===== config.mk =====
export PLATFORM = sky130hd
export DESIGN_NAME = alu_status_reg
export DESIGN_NICKNAME = d
export VERILOG_FILES = /design/src/rtl/alu_stat_pkg.sv /design/src/rtl/alu_flag_calc.sv /design/src/rtl/arith_flag_reg.sv /design/src/rtl/sys_flag_reg.sv /design/src/rtl/alu_status_reg.sv
export SDC_FILE = /design/constraint.sdc
export NUM_CORES = 1
export LEC_CHECK = 0
export BUFFER_PORTS_ARGS = -buffer_cell sky130_fd_sc_hd__clkbuf_2
export CAP_MARGIN = 20
export CORE_AREA = 4 4 50 52
export CTS_CLUSTER_SIZE = 40
export DETAILED_ROUTE_END_ITERATION = 8
export DIE_AREA = 0 0 54 56
export GPL_ROUTABILITY_DRIVEN = 0
export PLACE_DENSITY = 0.62
export SETUP_SLACK_MARGIN = 0.2
export SLEW_MARGIN = 10
export SYNTH_ARGS = -nofsm -noshare
export SYNTH_HDL_FRONTEND = slang
export SYNTH_HIERARCHICAL = 1
export SYNTH_SLANG_ARGS = --single-unit

===== constraint.sdc =====
create_clock -name clk_i -period 1.44 [get_ports clk_i]
set_input_delay 0.144 -clock clk_i [delete_from_list [all_inputs] [get_ports clk_i]]
set_output_delay 0.144 -clock clk_i [all_outputs]
set_load 0.02 [all_outputs]

===== src/rtl/alu_stat_pkg.sv =====
package alu_stat_pkg;
  typedef enum logic [1:0] {
    OP_ADD   = 2'd0,
    OP_SUB   = 2'd1,
    OP_LOGIC = 2'd2,
    OP_ROT   = 2'd3
  } op_class_e;

  localparam int unsigned C_POS  = 0;
  localparam int unsigned AC_POS = 1;
  localparam int unsigned Z_POS  = 2;
  localparam int unsigned OV_POS = 3;
  localparam int unsigned PD_POS = 4;
  localparam int unsigned TO_POS = 5;
  localparam int unsigned AR_W   = 4;
  localparam int unsigned STAT_W = 8;

  typedef struct packed {
    logic ov;
    logic z;
    logic ac;
    logic c;
  } arith_flags_t;
endpackage


===== src/rtl/alu_flag_calc.sv =====
module alu_flag_calc
  import alu_stat_pkg::*;
#(
  parameter int unsigned DATA_W = 8,
  parameter int unsigned NIB_W  = 4
) (
  input  op_class_e            op_class_i,
  input  logic [DATA_W-1:0]    opa_i,
  input  logic [DATA_W-1:0]    opb_i,
  input  logic [DATA_W-1:0]    res_i,
  input  logic                 cout_i,
  output arith_flags_t         nxt_o,
  output logic [AR_W-1:0]      mask_o
);
  localparam int unsigned MSB = DATA_W - 1;

  logic [DATA_W-1:0] b_eff;
  logic              cin_nib;
  logic              cin_msb;

  // subtract is a + ~b + 1, so carries read as inverted borrows
  assign b_eff   = (op_class_i == OP_SUB) ? ~opb_i : opb_i;
  assign cin_nib = opa_i[NIB_W] ^ b_eff[NIB_W] ^ res_i[NIB_W];
  assign cin_msb = opa_i[MSB] ^ b_eff[MSB] ^ res_i[MSB];

  always_comb begin
    nxt_o.c  = cout_i;
    nxt_o.ac = cin_nib;
    nxt_o.z  = (res_i == '0);
    nxt_o.ov = cin_msb ^ cout_i;
    unique case (op_class_i)
      OP_ADD, OP_SUB: mask_o = 4'b1111;
      OP_LOGIC:       mask_o = 4'b0100;
      default:        mask_o = 4'b0001;
    endcase
  end

  always_comb begin
    if (op_class_i == OP_LOGIC) begin
      AST_LOGIC_MASK: assert ($countones(mask_o) == 1 && mask_o[Z_POS]) else $error("logic mask");
    end
  end
endmodule


===== src/rtl/arith_flag_reg.sv =====
module arith_flag_reg
  import alu_stat_pkg::*;
(
  input  logic            clk_i,
  input  logic            rst_ni,
  input  logic            upd_i,
  input  logic [AR_W-1:0] mask_i,
  input  arith_flags_t    nxt_i,
  input  logic            wr_en_i,
  input  logic [AR_W-1:0] wr_data_i,
  output logic [AR_W-1:0] q_o
);
  always_ff @(posedge clk_i or negedge rst_ni) begin
    if (!rst_ni)      q_o <= '0;
    else if (wr_en_i) q_o <= wr_data_i;
    else if (upd_i)   q_o <= (q_o & ~mask_i) | (nxt_i & mask_i);
  end

  AST_WR_WINS: assert property (@(posedge clk_i) disable iff (!rst_ni)
    wr_en_i |=> q_o == $past(wr_data_i)) else $error("write lost");
  AST_MASK_KEEP: assert property (@(posedge clk_i) disable iff (!rst_ni)
    upd_i && !wr_en_i |=> ((q_o ^ $past(q_o)) & ~$past(mask_i)) == '0) else $error("masked flag moved");
  AST_AR_HOLD: assert property (@(posedge clk_i) disable iff (!rst_ni)
    !upd_i && !wr_en_i |=> $stable(q_o)) else $error("arith flags drift");
endmodule


===== src/rtl/sys_flag_reg.sv =====
module sys_flag_reg (
  input  logic clk_i,
  input  logic rst_ni,
  input  logic pwr_up_i,
  input  logic wdt_clr_i,
  input  logic halt_i,
  input  logic wdt_to_i,
  output logic pdf_o,
  output logic to_o
);
  logic pdf_clr, to_clr;

  assign pdf_clr = pwr_up_i | wdt_clr_i;
  assign to_clr  = pwr_up_i | wdt_clr_i | halt_i;

  // set dominates clear on both flags
  always_ff @(posedge clk_i or negedge rst_ni) begin
    if (!rst_ni) begin
      pdf_o <= 1'b0;
      to_o  <= 1'b0;
    end else begin
      if (halt_i)       pdf_o <= 1'b1;
      else if (pdf_clr) pdf_o <= 1'b0;
      if (wdt_to_i)     to_o  <= 1'b1;
      else if (to_clr)  to_o  <= 1'b0;
    end
  end

  AST_PDF_SET: assert property (@(posedge clk_i) disable iff (!rst_ni)
    halt_i |=> pdf_o) else $error("pdf not set");
  AST_PDF_CLR: assert property (@(posedge clk_i) disable iff (!rst_ni)
    (pwr_up_i || wdt_clr_i) && !halt_i |=> !pdf_o) else $error("pdf not cleared");
  AST_TO_SET: assert property (@(posedge clk_i) disable iff (!rst_ni)
    wdt_to_i |=> to_o) else $error("to not set");
  AST_TO_CLR: assert property (@(posedge clk_i) disable iff (!rst_ni)
    (pwr_up_i || wdt_clr_i || halt_i) && !wdt_to_i |=> !to_o) else $error("to not cleared");
  AST_TO_WINS: assert property (@(posedge clk_i) disable iff (!rst_ni)
    wdt_to_i && (halt_i || wdt_clr_i || pwr_up_i) |=> to_o && $rose(to_o) || $past(to_o)) else $error("collision");
  AST_SYS_HOLD: assert property (@(posedge clk_i) disable iff (!rst_ni)
    !(pwr_up_i || wdt_clr_i || halt_i || wdt_to_i) |=> $stable(pdf_o) && $stable(to_o)) else $error("sys drift");
endmodule


===== src/rtl/alu_status_reg.sv =====
module alu_status_reg
  import alu_stat_pkg::*;
#(
  parameter int unsigned DATA_W = 8,
  parameter int unsigned NIB_W  = 4
) (
  input  logic              clk_i,
  input  logic              rst_ni,
  input  logic              op_valid_i,
  input  logic [1:0]        op_class_i,
  input  logic [DATA_W-1:0] opa_i,
  input  logic [DATA_W-1:0] opb_i,
  input  logic [DATA_W-1:0] res_i,
  input  logic              cout_i,
  input  logic              pwr_up_i,
  input  logic              wdt_clr_i,
  input  logic              halt_i,
  input  logic              wdt_to_i,
  input  logic              wr_en_i,
  input  logic [STAT_W-1:0] wr_data_i,
  output logic [STAT_W-1:0] rd_data_o,
  output logic [STAT_W-1:0] flags_o,
  output logic              carry_o
);
  op_class_e       cls;
  arith_flags_t    nxt;
  logic [AR_W-1:0] mask;
  logic [AR_W-1:0] ar_q;
  logic            pdf_q, to_q;
  logic            unused_wr_hi;

  assign cls          = op_class_e'(op_class_i);
  assign unused_wr_hi = ^wr_data_i[STAT_W-1:AR_W];

  alu_flag_calc #(.DATA_W(DATA_W), .NIB_W(NIB_W)) u_calc (
    .op_class_i(cls),
    .opa_i     (opa_i),
    .opb_i     (opb_i),
    .res_i     (res_i),
    .cout_i    (cout_i),
    .nxt_o     (nxt),
    .mask_o    (mask)
  );

  arith_flag_reg u_ar (
    .clk_i    (clk_i),
    .rst_ni   (rst_ni),
    .upd_i    (op_valid_i),
    .mask_i   (mask),
    .nxt_i    (nxt),
    .wr_en_i  (wr_en_i),
    .wr_data_i(wr_data_i[AR_W-1:0]),
    .q_o      (ar_q)
  );

  sys_flag_reg u_sys (
    .clk_i    (clk_i),
    .rst_ni   (rst_ni),
    .pwr_up_i (pwr_up_i),
    .wdt_clr_i(wdt_clr_i),
    .halt_i   (halt_i),
    .wdt_to_i (wdt_to_i),
    .pdf_o    (pdf_q),
    .to_o     (to_q)
  );

  assign flags_o   = {2'b00, to_q, pdf_q, ar_q};
  assign rd_data_o = flags_o;
  assign carry_o   = flags_o[C_POS];

  AST_CARRY_FOLLOW: assert property (@(posedge clk_i) disable iff (!rst_ni)
    op_valid_i && !wr_en_i && cls != OP_LOGIC |=> carry_o == $past(cout_i)) else $error("carry");
  AST_ZERO_FLAG: assert property (@(posedge clk_i) disable iff (!rst_ni)
    op_valid_i && !wr_en_i && cls != OP_ROT |=> flags_o[Z_POS] == ($past(res_i) == '0)) else $error("zero");
  AST_SYS_RO: assert property (@(posedge clk_i) disable iff (!rst_ni)
    wr_en_i && !(pwr_up_i || wdt_clr_i || halt_i || wdt_to_i) |=> $stable(flags_o[TO_POS:PD_POS])) else $error("sys written");
endmodule


After elaboration in Yosys (flattened, before gate mapping)
Cells that the tools add are included.
Widths: inputs -> output; s select.
{ "classes": {"n_addsub": 0, "mul": 0, "div_mod_pow": 0, "magnitude_cmp": 0, "n_eq_ne": 2, "shifts": 0, "n_mux": 8, "bitwise": 12, "n_reduce_logical": 6} }
{ "op_table": {"columns": ["op", "n"], "rows": [
  ["$and 4x4->4", 2],
  ["$logic_not 8->1", 1],
  ["$mux 4", 2],
  ["$mux 8", 1],
  ["$not 8->8", 1],
  ["$pmux 4 s2", 1],
  ["$reduce_bool 2->1", 3],
  ["$xor 1x1->1", 5],
  ["$mux 1", 4],
  ["$not 4->4", 1],
  ["$or 4x4->4", 1],
  ["$eq 2x1->1 const B", 1],
  ["$eq 2x2->1 const B", 1],
  ["$logic_not 2->1", 1],
  ["$or 1x1->1", 2],
  ["$reduce_or 2->1", 1]
]} }
{ "word_totals": {"register_bits": 6, "latchBits": 0, "ramBits": 0, "mem_bits_ro": 0, "inputBits": 43, "out_inout_bits": 17, "n_memories": 0} }

Depth between registers and ports, before layout
Gate-level depths: netlist (run 1).
{ "depth": {"depth_word": 9, "mapped_depth": 5, "mapped_depth_nobuf": 4} }

By module
The synthesis (run 1) kept the hierarchy.
{ "modules_own_cells": {"columns": ["module", "instances", "cells_per_inst", "area_per_inst_um2", "seq_area_each_um2"], "rows": [
  ["arith_flag_reg", 1, 20, 216.5, 100.1],
  ["alu_flag_calc", 1, 15, 135.1, 0.0],
  ["alu_status_reg", 1, 14, 101.3, 0.0],
  ["sys_flag_reg", 1, 6, 77.6, 50.0]
]} }

Worst setup path after synthesis (run 1)
Ideal clock, no wire load.
{ "synth_path": {"kind": "input -> register", "startpoint": "in op_class_i[0]", "endpoint": "reg with a tool-made name", "setup_time_ns": 0.124, "t_arrival_ns": 1.131, "setup_slack_ns": 0.185, "cell_stages": 5, "n_path_buf": 1, "cell_sequence": "nor2b_2 xnor3_1 buf_4 and3_1 o31a_1"} }
{ "synth_rtl": {"columns": ["element", "line_no", "rtl"], "rows": [
  ["from (decl)", "alu_status_reg.sv:10", "input logic [1:0] op_class_i,"]
]} }

==> results.md, run 1 <==
* Core area at 0.00211 mm²
* Reg2Reg Setup Slack at 560 ps
* Syn Inst Count at 55
* Worst reg2reg path depth at 2
* Endpoints failing setup at 0
* Diode count at 0
* Initial core utilization at 25.2%
* Clock Skew at 0 ps
* Crit path time final at between 1000 and 1500 ps
* Cell row count at 17
* Placed Instances at between 100 and 150
* RSZ-0062 raised after global routing: false
* Final hold vios at 0
* Hpwl dp at roughly 1000 µm
* WHS Path Cells at 2
* Synth cell types at 19
* Tot GR Track Use at about 7.0%
* Crit path largest cell delay at ~390 ps
* CP Class: input port to flip-flop
* IO Port Bufs at 39
* Min Hold Slack at around 100 ps
* Root buffer cell: clkbuf_4
* Hold Crit Class: input port to flip-flop
* Clk buf depth at 2
* Commonest non-fill, non-tap cell in the layout: clkbuf_2
* DIE AREA at approximately 0.0030 mm²
* Critical Path AT at roughly 1200 ps
* Via count at around 440
* H-tree depth at 1
* Critical path's top delay family: XOR/XNOR gates
* Cell Area, Synth at approximately 530 µm²
* Status: finished, final reports clean
* CTS Buf Count at 3
* Max cap viols at 0
* Setup crit start kind: input port
* Pleak at approximately 0.39 nW
* Syn Area/Cell at a little under 10 µm²
* Post-cts resize count at 0
* DR WL/cell at between 9 and 10 µm
* Clk slew on worst S/H paths at around 40 ps
* Crit path capture type: flip-flop
* Peak VDD IR at between 0.4 and 0.5 mV
* WHS Endpoint: u_sys/pdf_o
* Worst skew pair latency at approximately 230 ps
* Commonest non-fill, non-tap cells in the layout: clkbuf_2, dfrtp_1
* Grt ovf at 0
* IO Pins at 60
* Post-Layout Cell Count at 113
* CP max stage cell: xnor3_1
* Synth warn at 6
* Pwr/cell area at slightly below 800 mW/mm²
* 1st-pass router iterations at 1
* DR iter-0 viols at 0
* Fillers at 220
* Layout Nets at between 100 and 150
* DRC errors left at 0
* DIE WIDTH at approximately 54 µm
* Largest net degree at the start of global routing at 9
* Max Slew Vio Count at 0
* HP Start: halt_i
* Maximum clock rate at 0.896 GHz
* Vias in the first global route at 430
* Via density at roughly 3.8
* Share of post-route cells with drive strength above 1 at 54.1%
* Die height at 56 µm
* Worst-path cell chain: clkbuf_2, nor2b_2, xnor3_1, and3_1, o31a_1
* Clock tree sinks at 6
* Area delta synth->final at 32.5%
* Crit path buffers/inverters at 1
* CTS tree: yes
* Setup TNS at 0 ps
* #FFs+latches synth at 6
* Initial antenna violation count at 0
* Maximum fanout along the worst path at 3
* Global-route wire length before repair at roughly 1600 µm
* Power consumption at 0.554 mW
* Fin crit share at around 77%
* CP Data Required Time at 1560 ps
* Sequential area share after synthesis at around 28%
* Post-route ant nets at 0
* Detailed-route wire length at between 1000 and 1500 µm
## power by group
| group | internal (mW) | switching (mW) | leakage, nW |
|---|---|---|---|
| combinational | 0.102 | 0.109 | 0.308 |
| sequential | 0.185 | 0.0113 | 0.0686 |
| clock | 0.0938 | 0.0529 | 0.0138 |
## kinds of logic (layout without fill, tap and decap cells)
logic type	Yosys count	after routing	synth area share, %
AO/OA/AOI/OAI	10	10	15.6
other	1	4	0.707
AND/OR/NAND/NOR	15	15	17.9
buffers and inverters	18	45	24.1
flip-flops	6	6	28.3
XOR/XNOR	5	5	13.4
## layer usage
metal | share of wire, % | global-route usage (%) | vias up
met1 | 36 | 6.96 | 179
met5 | 0 | 0 | -
li1 | - | - | 230
met3 | 14 | 1.88 | 0
met2 | 49 | 12.6 | 26
met4 | 0 | 3.20 | 0
## synth_stat cells, drive strengths merged
| master | count | area [µm²] |
|---|---|---|
| conb | 1 | 3.75 |
| o31a | 4 | 35.0 |
| or2b | 1 | 7.51 |
| a31o | 1 | 8.76 |
| a21boi | 4 | 30.0 |
| nand2 | 1 | 3.75 |
| nand2b | 4 | 25.0 |
| or4 | 2 | 15.0 |
| xor2 | 1 | 8.76 |
| dfrtp | 6 | 150 |
| inv | 2 | 7.51 |
| buf | 16 | 120 |
| nor2 | 2 | 10.0 |
| xnor3 | 2 | 45.0 |
| a21o | 1 | 8.76 |
| and3 | 4 | 25.0 |
| nor2b | 1 | 8.76 |
| xnor2 | 2 | 17.5 |
## how the worst max path moves through the flow
stage / startpoint / end / slack (ps) / cells after the start
5_1_grt: cout_i / flip-flop / 280 / 5
2_1_floorplan: opa_i[4] / flip-flop / 210 / 5
6_report: op_class_i[0] / flip-flop / 320 / 5
3_5_place_dp: op_class_i[0] / flip-flop / 60 / 5
3_3_place_gp: op_class_i[1] / flip-flop / 60 / 5
4_1_cts: op_class_i[0] / flip-flop / 320 / 5
## stage by stage
stage               utilization [%]  worst slack (ps)  instance area (µm²)
floorplan                         -               207                  561
global placement               31.8              63.8                  671
detailed placement             31.8              63.8                  671
CTS                            33.4               316                  703
global route                   33.4               275                  703
finish                         33.4               324                  703
## worst register-to-register path, stage by stage, from the launching register on
cell and delay (ps):
dfrtp_1 390, a21boi_0 130, o31a_1 240
## cell type report
type,instances,area [µm²],share of cell area (%)
multi-input cells,34,283,40.2
inverters,2,7.51,1.07
well taps,28,35.0,4.98
repair buffers,40,205,29.2
clock buffers,3,22.5,3.20
flip-flops and latches,6,150,21.4
## timing repair
| item | CTS | global route |
|---|---|---|
| hold buffers | 1 | 0 |
| hold endpoints to repair | 6 | 0 |
| buffers inserted | 0 | 0 |
Power figures use the tool's default switching activity.
==> run 2: changes to the inputs <==
==> constraint.sdc (replaced) <==
create_clock -name clk_i -period 1.1 [get_ports clk_i]
set_input_delay 0.11 -clock clk_i [delete_from_list [all_inputs] [get_ports clk_i]]
set_output_delay 0.11 -clock clk_i [all_outputs]
set_load 0.02 [all_outputs]
==> results.md, run 2 (same netlist as run 1, synthesis figures left out) <==
* DIE AREA at about 0.0030 mm²
* Core area at 0.00211 mm²
* Reg2Reg Setup Slack at around 150 ps
* IO Pins at 60
* Power consumption at about 0.84 mW
* Post-Layout Cell Count at 120
* DRC errors left at 0
* Crit path capture type: flip-flop
* Commonest non-fill, non-tap cells in the layout: clkbuf_2, buf_6, buf_4
* DR iter-0 viols at 0
* Worst Setup SP: res_i[7]
* H-tree depth at 1
* Pleak at roughly 0.46 nW
* Pwr/cell area at approximately 980 mW/mm²
* Initial antenna violation count at 0
* Diode count at 0
* Max Slew Vio Count at 0
* Layout Nets at between 100 and 150
* Final hold vios at 0
* Crit path time final at a little over 1000 ps
* Tot GR Track Use at under 10%
* Fin crit share at 92.1%
* Critical Path AT at between 1000 and 1500 ps
* Initial core utilization at around a quarter
* DR WL/cell at around 11 µm
* Die height at 56 µm
* Maximum fanout along the worst path at 2
* CP Data Required Time at roughly 1200 ps
* DIE WIDTH at ~54 µm
* RSZ-0062 raised after global routing: true
* CP Class: input port to flip-flop
* Setup TNS at 0 ps
* Grt ovf at 0
* Clk slew on worst S/H paths at 50 ps
* Detailed-route wire length at roughly 1300 µm
* Cell row count at 17
* Global-route wire length before repair at around 1900 µm
* Share of post-route cells with drive strength above 1 at around three fifths
* Post-route ant nets at 0
* Via density at slightly below 4
* Largest net degree at the start of global routing at 9
* Setup crit start kind: input port
* Hold Crit Class: input port to flip-flop
* Root buffer cell: clkbuf_4
* Peak VDD IR at 0.655 mV
* Via count at between 400 and 500
* Placed Instances at roughly 110
* Area delta synth->final at 62.3%
* Status: finished, final reports clean
* Maximum clock rate at approximately 0.99 GHz
* CTS tree: yes
* Commonest non-fill, non-tap cell in the layout: clkbuf_2
* Clk buf depth at 2
* Hpwl dp at between 1000 and 1500 µm
* Max cap viols at 0
* Final Core Density at just over 40%
* Clock tree sinks at 6
* Worst reg2reg path depth at 2
* Vias in the first global route at slightly below 500
* 1st-pass router iterations at 1
* IO Port Bufs at 39
* Clock Skew at 0 ps
* Worst skew pair latency at between 200 and 250 ps
* CTS Buf Count at 3
* Endpoints failing setup at 0
* Min Hold Slack at between 50 and 60 ps
* HP Start: wdt_to_i
## run 2: cell type report
type,count,area [µm²]
inverter,2,7.51
timing repair buffer,46,338
fill,218,1240
multi-input combinational,34,303
sequential,6,151
tap,28,35.0
clock buffer,4,26.3
## run 2: worst min-delay path by stage
stage,to,cells past startpoint
2_1_floorplan,asynchronous set/reset pin,0
3_3_place_gp,u_sys/to_o,1
3_5_place_dp,u_sys/to_o,1
4_1_cts,u_sys/to_o,2
5_1_grt,u_sys/to_o,2
6_report,u_sys/to_o,2
## run 2: what timing repair did
action / in CTS / in global routing
resized for setup: 3 / 42
buffers inserted: 2 / 1
endpoints found under the hold margin: 6 / 0
hold buffers: 1 / 0
pin swaps: 10 / 7
setup endpoints to repair: 16 / 17
## run 2: where the power goes
group | leakage, nW | internal (mW) | switching [mW]
clock network | 0.0150 | 0.137 | 0.0794
logic | 0.374 | 0.208 | 0.152
registers | 0.0676 | 0.242 | 0.0250
## run 2: per-layer routing
layer	track usage [%]	up-vias	share of wire, %
li1	-	240	-
met5	0	-	0
met1	7.82	206	30
met4	3.20	0	0
met3	2.14	0	14
met2	15.1	27	56
## run 2: critical path: stages
cell      delay [ps]
clkbuf_2         110
xnor2_2          140
xnor3_1          380
and3_1           150
o31a_1           240
## run 2: through the flow
stage               setup WS (ps)  instance area, µm²
floorplan                   -98.7                 569
global placement             -190                 702
detailed placement           -220                 702
CTS                           117                 769
global route                 47.1                 861
finish                       87.4                 861
